`src/rtl/sfc_pkg.sv`:
```
package sfc_pkg;
    localparam int REG_W   = 32;
    localparam int OFF_W   = 4;
    localparam int CNT_W   = 4;
    localparam int SEL_W   = 2;
    localparam int MAX_TX  = 8;
    localparam int MAX_RX  = 4;
    localparam int HALF_W  = (1 << SEL_W) - 1;

    localparam logic [OFF_W-1:0] OFF_CTL = 4'h0;
    localparam logic [OFF_W-1:0] OFF_OPA = 4'h4;
    localparam logic [OFF_W-1:0] OFF_DAT = 4'h8;

    localparam int BIT_START = 8;
    localparam int BIT_BUSY  = 16;

    typedef struct packed {
        logic [SEL_W-1:0] clk_sel;
        logic [1:0]       size;
        logic [CNT_W-1:0] rx_cnt;
        logic [CNT_W-1:0] tx_cnt;
    } ctl_t;

    function automatic logic [CNT_W-1:0] sat_cnt(logic [CNT_W-1:0] c, int lim);
        return (int'(c) > lim) ? CNT_W'(lim) : c;
    endfunction

    function automatic logic [7:0] tx_byte(logic [CNT_W-1:0] idx,
                                           logic [REG_W-1:0] opa,
                                           logic [REG_W-1:0] dat);
        case (idx)
            4'd0:    return opa[7:0];
            4'd1:    return opa[31:24];
            4'd2:    return opa[23:16];
            4'd3:    return opa[15:8];
            4'd4:    return dat[7:0];
            4'd5:    return dat[15:8];
            4'd6:    return dat[23:16];
            4'd7:    return dat[31:24];
            default: return 8'h00;
        endcase
    endfunction

    function automatic logic [7:0] frame_byte(logic [CNT_W-1:0] idx,
                                              logic [CNT_W-1:0] ntx,
                                              logic [REG_W-1:0] opa,
                                              logic [REG_W-1:0] dat);
        return (idx < ntx) ? tx_byte(idx, opa, dat) : 8'h00;
    endfunction

    function automatic logic [REG_W-1:0] ctl_word(ctl_t c, logic busy);
        logic [REG_W-1:0] w;
        w = '0;
        w[25:24]    = c.clk_sel;
        w[18:17]    = c.size;
        w[BIT_BUSY] = busy;
        w[7:4]      = c.rx_cnt;
        w[3:0]      = c.tx_cnt;
        return w;
    endfunction
endpackage

```
`src/rtl/sfc_regs.sv`:
```
module sfc_regs
    import sfc_pkg::*;
(
    input  logic             clk,
    input  logic             rst,
    input  logic [OFF_W-1:0] bus_addr,
    input  logic             bus_wr,
    input  logic [REG_W-1:0] bus_wdata,
    output logic [REG_W-1:0] bus_rdata,
    input  logic             busy,
    input  logic             rx_we,
    input  logic [1:0]       rx_lane,
    input  logic [7:0]       rx_byte,
    output logic             go,
    output ctl_t             ctl,
    output logic [REG_W-1:0] opa,
    output logic [REG_W-1:0] dat
);
    logic accept;
    assign accept = bus_wr && !busy;

    always_ff @(posedge clk) begin
        if (rst) begin
            go  <= 1'b0;
            ctl <= '0;
            opa <= '0;
            dat <= '0;
        end else begin
            go <= accept && (bus_addr == OFF_CTL) && bus_wdata[BIT_START];
            if (accept) begin
                case (bus_addr)
                    OFF_CTL: ctl <= {bus_wdata[25:24], bus_wdata[18:17],
                                     bus_wdata[7:4], bus_wdata[3:0]};
                    OFF_OPA: opa <= bus_wdata;
                    OFF_DAT: dat <= bus_wdata;
                    default: ;
                endcase
            end
            if (rx_we) dat[8*rx_lane +: 8] <= rx_byte;
        end
    end

    always_comb begin
        case (bus_addr)
            OFF_CTL: bus_rdata = ctl_word(ctl, busy);
            OFF_OPA: bus_rdata = opa;
            OFF_DAT: bus_rdata = dat;
            default: bus_rdata = '0;
        endcase
    end

    // register contents frozen against bus writes during a command
    p_frozen_while_busy_r4: assert property (@(posedge clk) disable iff (rst)
        (busy && bus_wr) |=> ($stable(opa) && $stable(ctl)));
    // no second start pulse can be raised from a busy state
    p_no_restart_r4: assert property (@(posedge clk) disable iff (rst)
        busy |=> !go);
endmodule

```
`src/rtl/sfc_clkdiv.sv`:
```
module sfc_clkdiv
    import sfc_pkg::*;
(
    input  logic             clk,
    input  logic             rst,
    input  logic             run,
    input  logic [SEL_W-1:0] sel,
    output logic             tick
);
    logic [HALF_W-1:0] cnt;
    logic [HALF_W-1:0] limit;

    assign limit = HALF_W'((32'd1 << sel) - 32'd1);
    assign tick  = run && (cnt == limit);

    always_ff @(posedge clk) begin
        if (rst || !run || tick) cnt <= '0;
        else                     cnt <= cnt + 1'b1;
    end

    // with any divide above two, half-period ticks never come back to back
    p_tick_spacing_r9: assert property (@(posedge clk) disable iff (rst)
        (tick && sel != '0) |=> !tick);
endmodule

```
`src/rtl/sfc_seq.sv`:
```
module sfc_seq
    import sfc_pkg::*;
(
    input  logic             clk,
    input  logic             rst,
    input  logic             go,
    input  logic [CNT_W-1:0] tx_cnt,
    input  logic [CNT_W-1:0] rx_cnt,
    input  logic [REG_W-1:0] opa,
    input  logic [REG_W-1:0] dat,
    input  logic             tick,
    input  logic             miso,
    output logic             active,
    output logic             sck,
    output logic             cs_n,
    output logic             mosi,
    output logic             rx_we,
    output logic [1:0]       rx_lane,
    output logic [7:0]       rx_byte
);
    logic [CNT_W-1:0] n_tx, n_rx, byte_idx, nxt_idx, tx_s, rx_s, lane_full;
    logic [2:0]       bit_idx;
    logic [7:0]       out_sh, in_sh;
    logic             sck_q, last_bit, frame_end;

    assign tx_s      = sat_cnt(tx_cnt, MAX_TX);
    assign rx_s      = sat_cnt(rx_cnt, MAX_RX);
    assign nxt_idx   = byte_idx + 1'b1;
    assign last_bit  = active && tick && sck_q && (bit_idx == 3'd0);
    assign frame_end = last_bit && (nxt_idx == n_tx + n_rx);
    assign lane_full = byte_idx - n_tx;

    assign rx_we   = last_bit && (byte_idx >= n_tx);
    assign rx_lane = lane_full[1:0];
    assign rx_byte = in_sh;
    assign sck     = sck_q;
    assign cs_n    = !active;
    assign mosi    = active && out_sh[7];

    always_ff @(posedge clk) begin
        if (rst) begin
            active   <= 1'b0;
            sck_q    <= 1'b0;
            byte_idx <= '0;
            bit_idx  <= '0;
            n_tx     <= '0;
            n_rx     <= '0;
            out_sh   <= '0;
            in_sh    <= '0;
        end else if (go) begin
            if ((tx_s + rx_s) != '0) begin
                active   <= 1'b1;
                sck_q    <= 1'b0;
                byte_idx <= '0;
                bit_idx  <= 3'd7;
                n_tx     <= tx_s;
                n_rx     <= rx_s;
                out_sh   <= frame_byte('0, tx_s, opa, dat);
                in_sh    <= '0;
            end
        end else if (active && tick) begin
            if (!sck_q) begin
                sck_q <= 1'b1;
                in_sh <= {in_sh[6:0], miso};
            end else begin
                sck_q <= 1'b0;
                if (bit_idx != 3'd0) begin
                    bit_idx <= bit_idx - 1'b1;
                    out_sh  <= {out_sh[6:0], 1'b0};
                end else if (frame_end) begin
                    active <= 1'b0;
                    out_sh <= '0;
                end else begin
                    byte_idx <= nxt_idx;
                    bit_idx  <= 3'd7;
                    out_sh   <= frame_byte(nxt_idx, n_tx, opa, dat);
                end
            end
        end
    end

    // clock parked low outside a frame
    p_sck_parked_r8: assert property (@(posedge clk) disable iff (rst)
        !active |-> !sck_q);
    // data line holds while the clock is high
    p_mosi_steady_r8: assert property (@(posedge clk) disable iff (rst)
        (sck_q && $past(sck_q)) |-> $stable(mosi));
    // a start is only taken while idle
    p_start_idle_r3: assert property (@(posedge clk) disable iff (rst)
        go |-> !active);
    // response lanes stay inside the receive count, data line low
    p_lane_range_r7: assert property (@(posedge clk) disable iff (rst)
        rx_we |-> ({2'b00, rx_lane} < n_rx));
    p_quiet_rx_r7: assert property (@(posedge clk) disable iff (rst)
        (active && byte_idx >= n_tx) |-> !mosi);
endmodule

```
`src/rtl/sfc_engine.sv`:
```
module sfc_engine
    import sfc_pkg::*;
(
    input  logic             clk,
    input  logic             rst,
    input  logic [OFF_W-1:0] bus_addr,
    input  logic             bus_wr,
    input  logic [REG_W-1:0] bus_wdata,
    output logic [REG_W-1:0] bus_rdata,
    output logic             spi_sck,
    output logic             spi_cs_n,
    output logic             spi_mosi,
    input  logic             spi_miso
);
    ctl_t             ctl;
    logic [REG_W-1:0] opa, dat;
    logic             go, active, busy, tick, rx_we;
    logic [1:0]       rx_lane;
    logic [7:0]       rx_byte;

    assign busy = go || active;

    sfc_regs u_regs (
        .clk(clk), .rst(rst), .bus_addr(bus_addr), .bus_wr(bus_wr),
        .bus_wdata(bus_wdata), .bus_rdata(bus_rdata), .busy(busy),
        .rx_we(rx_we), .rx_lane(rx_lane), .rx_byte(rx_byte),
        .go(go), .ctl(ctl), .opa(opa), .dat(dat)
    );

    sfc_clkdiv u_div (
        .clk(clk), .rst(rst), .run(active), .sel(ctl.clk_sel), .tick(tick)
    );

    sfc_seq u_seq (
        .clk(clk), .rst(rst), .go(go), .tx_cnt(ctl.tx_cnt), .rx_cnt(ctl.rx_cnt),
        .opa(opa), .dat(dat), .tick(tick), .miso(spi_miso), .active(active),
        .sck(spi_sck), .cs_n(spi_cs_n), .mosi(spi_mosi), .rx_we(rx_we),
        .rx_lane(rx_lane), .rx_byte(rx_byte)
    );

    // chip select low exactly while a frame is running
    p_cs_tracks_busy_r3: assert property (@(posedge clk) disable iff (rst)
        !spi_cs_n |-> busy);
endmodule

```
`config.mk`:
```
export PLATFORM = sky130hd
export DESIGN_NAME = sfc_engine
export DESIGN_NICKNAME = d
export VERILOG_FILES = /design/src/rtl/sfc_pkg.sv /design/src/rtl/sfc_regs.sv /design/src/rtl/sfc_clkdiv.sv /design/src/rtl/sfc_seq.sv /design/src/rtl/sfc_engine.sv
export SDC_FILE = /design/constraint.sdc
export NUM_CORES = 1
export LEC_CHECK = 0
export BUFFER_PORTS_ARGS = -buffer_cell sky130_fd_sc_hd__buf_2
export CORE_ASPECT_RATIO = 0.6
export CORE_MARGIN = 3
export CORE_UTILIZATION = 30
export CTS_BUF_LIST = sky130_fd_sc_hd__clkbuf_4
export CTS_CLUSTER_DIAMETER = 150
export CTS_CLUSTER_SIZE = 25
export DETAILED_ROUTE_END_ITERATION = 6
export GPL_ROUTABILITY_DRIVEN = 0
export PLACE_DENSITY = 0.45
export SLEW_MARGIN = 20
export SYNTH_ARGS = -nofsm -noshare
export SYNTH_HDL_FRONTEND = slang
export SYNTH_SLANG_ARGS = --single-unit
```
`constraint.sdc`:
```
create_clock -name clk -period 3.23 [get_ports clk]
set_input_delay 0.323 -clock clk [delete_from_list [all_inputs] [get_ports clk]]
set_output_delay 0.323 -clock clk [all_outputs]
set_load 0.03 [all_outputs]
```
==> impl_metrics.toml <==
[die]
core-area_um2 = 22200
die_h_um = 123
die-area_um2 = 24600
pin_count = 75
rows = 42
start_util = 0.307
die-width_um = 201

[routing]
viasPerCell = 5.52
antenna_left = 0
drt-total-wl_um = 28000
drc_errors = 4
dr_total_vias = 6771
drt_iter0_markers = 865
wl_per_cell_um = 22.8
dr.pass1.iters = 7

[sta]
relSlewSlack = 0.540
drv_slew = 0
tightest_slew_ps = 690
worst_clock_skew_ps = 23.7
finalCritPeriodShare = 0.929
hold_viol = 0
setup_tns_ps = 0
finalSetupViolCount = 0
fmaxAchievable_mhz = 333
fin_crit_ps = 3000
rsz0062_at_grt = "no"

[place]
port_buffers = 74
dpl.cell_count = 1189
dpl.hpwl_um = 21100

[power_and_ir_drop]
peakVddDrop_uv = 159
p_leak_uw = 0.00305
power_density_nw_per_um2 = 312

[clocking]
cts_resized = 0
htree_levels = 4
clk_path_buf_depth = 2
path_clk_slew_ps = 120
cts_tree = "yes"
cts_buffers = 17
insertion_delay_ps = 540
clock-sinks = 113
cts-root-buf = "clkbuf_4"
cts_setup_buffers = 0

[synthesis]
avgSynthCellArea_um2 = 8.19
netlist_area_um2 = 6810
async_flop_share = 0
synth-warning-count = 0
synth_fp_nets = 900
yosysUniqueCellTypes = 65
yosys.cell_count.top_type = "nand2_1"
synth_seq_area_share = 0.332
yosys.area.top_type_share = 0.332
yosys-top-cells-count = "168 x nand2_1, 113 x dfxtp_1, 78 x a21oi_1"
syn_inst = 832
synth_top_area_cell = "dfxtp_1"
yosys_register_bits = 113
synth-edff-count = 0
synth.area.top_cells = "dfxtp_1 33%, nand2_1 9.3%, mux2i_1 6.8%"
synthFlopType = "dfxtp_1"

[setup_path]
r2r-start = "u_regs.ctl[6]$_SDFFE_PP0P_"
crit_path_end = "u_seq.out_sh[6]$_SDFFE_PP0P_"
crit_slowest_cell = "fa_1"
critPathCaptureType = "flip-flop"
slowest_delay_ps = 540
critical_path.startpoint = "u_regs.ctl[6]$_SDFFE_PP0P_"
cp_data_arrival_time_ps = 3380
path_buf_inv = 1
required_ps = 3610
crit_fanout = 15
path_cells = "nor2_1 -> and2_1 -> ha_1 -> inv_1 -> fa_1 -> nor3b_1 -> nand4_1 -> o211a_1 -> or2_1 -> nand4b_2 -> o32ai_1"
path_class = "reg -> reg"
r2r_end = "u_seq.out_sh[6]$_SDFFE_PP0P_"
path_delay_family = "simple AND/OR/NAND/NOR gates"
worstSetupPathDepth = 11
rrSetupSlack_ps = 230
startpoint_type = "flip-flop"
r2r_cells = 11

[global_route]
grt_max_degree = 60
grt_pass1_vias = 6283
grt_usage = 0.224
antenna_found_initial = 0
grt_overflow = 0
grt_pass1_wl_um = 41100

[layout]
area_delta_synth_final_pct = 15.7
drive_gt1_frac = 0.195
final_nets = 975
stdcell_count = 1227

[run]
drv_cap = 0

[outcome]
violations = "design-rule violations"
outcome = "finished, violations left"

[hold_path]
hp-class = "in -> reg"
registers in the layout (all words and copies together) (netlist names), 4 cells and up:
name / cells
u_regs.ctl: 12
u_regs.dat: 32
u_regs.opa: 32
u_seq.byte_idx: 4
u_seq.n_rx: 4
u_seq.n_tx: 4
u_seq.out_sh: 8
u_seq.rx_byte: 8
power breakdown:
group	internal, uW	switching, uW
Sequential	1410	22.4
Combinational	61.6	99.5
Clock	279	593
Total	1750	715
layout by cell type, fill, tap and decap left out, types with 11 or more instances in the layout:
master / netlist / final
ha_1: 25 / 24
buf_2: 5 / 73
nand3_1: 25 / 25
dfxtp_1: 113 / 113
buf_4: 3 / 29
a222oi_1: 21 / 21
a21oi_1: 78 / 78
mux2i_1: 46 / 46
nor3_1: 13 / 13
clkbuf_4: 0 / 17
a22oi_1: 11 / 11
nor2_1: 50 / 50
a22o_1: 24 / 24
nand2_1: 168 / 167
inv_1: 32 / 32
mux2_2: 31 / 31
how the worst min path moves through the flow:
stage                                          start                           to  cells after the start
after floorplan           u_regs.ctl[8]$_SDFFE_PP0P_   u_regs.ctl[8]$_SDFFE_PP0P_                      2
after global placement    u_seq.n_rx[0]$_SDFFE_PP0P_   u_seq.n_rx[0]$_SDFFE_PP0P_                      2
after detailed placement  u_seq.n_rx[0]$_SDFFE_PP0P_   u_seq.n_rx[0]$_SDFFE_PP0P_                      2
after CTS                              bus_wdata[30]  u_regs.opa[30]$_SDFFE_PP0P_                      3
after global routing                   bus_wdata[15]  u_regs.opa[15]$_SDFFE_PP0P_                      3
final                                  bus_wdata[23]  u_regs.opa[23]$_SDFFE_PP0P_                      3
worst register-to-register path: stages (launching register included):
cell and delay [ps]:
dfxtp_1 340, nor2_1 150, and2_1 180, ha_1 180
inv_1 70, fa_1 550, nor3b_1 180, nand4_1 140
o211a_1 180, or2_1 450, nand4b_2 300, o32ai_1 140
logic make-up after synthesis:
| family | after synthesis | share of synthesized area |
|---|---|---|
| multiplexers | 81 | 0.125 |
| XOR/XNOR | 10 | 0.0149 |
| buffers and inverters | 86 | 0.0500 |
| AO/OA/AOI/OAI | 207 | 0.216 |
| adder cells (fa/ha/maj) | 28 | 0.0547 |
| flip-flops | 113 | 0.332 |
| AND/OR/NAND/NOR | 307 | 0.207 |
layout make-up:
class	instances	area, um^2
Tap cell	308	385
Clock buffer	17	128
Fill cell	2406	14300
Antenna cell	1	2.50
Timing Repair Buffer	110	673
Clock inverter	13	75.1
Sequential cell	113	2260
Inverter	32	120
Multi-Input combinational cell	633	4240
metal layers:
metal | vias to the layer above | global-route usage | part of all wire
li1 | 3153 | - | -
met1 | 3289 | 0.366 | 0.52
met4 | 0 | 0.0425 | 0.011
met5 | - | 0 | 0
met2 | 302 | 0.286 | 0.37
met3 | 27 | 0.0565 | 0.093
per-stage QoR:
step / utilization / instance area (um^2) / hold WS [ps] / setup WS [ps] / total power, uW
after CTS: 0.355 / 7870 / 0.551 / 256 / 2480
after detailed placement: 0.343 / 7610 / 462 / 319 / 1610
after global routing: 0.355 / 7880 / 5.26 / 6.23 / 2570
final: 0.355 / 7880 / 32.6 / 229 / 2460
after floorplan: - / 6810 / 436 / 572 / 1520
after global placement: 0.343 / 7610 / 457 / 370 / 1610
timing repair:
item,CTS,global route
hold endpoints to repair,6,1
setup endpoints to repair,0,0
hold buffers,6,1
No activity file was read; power rests on OpenSTA's default activity.
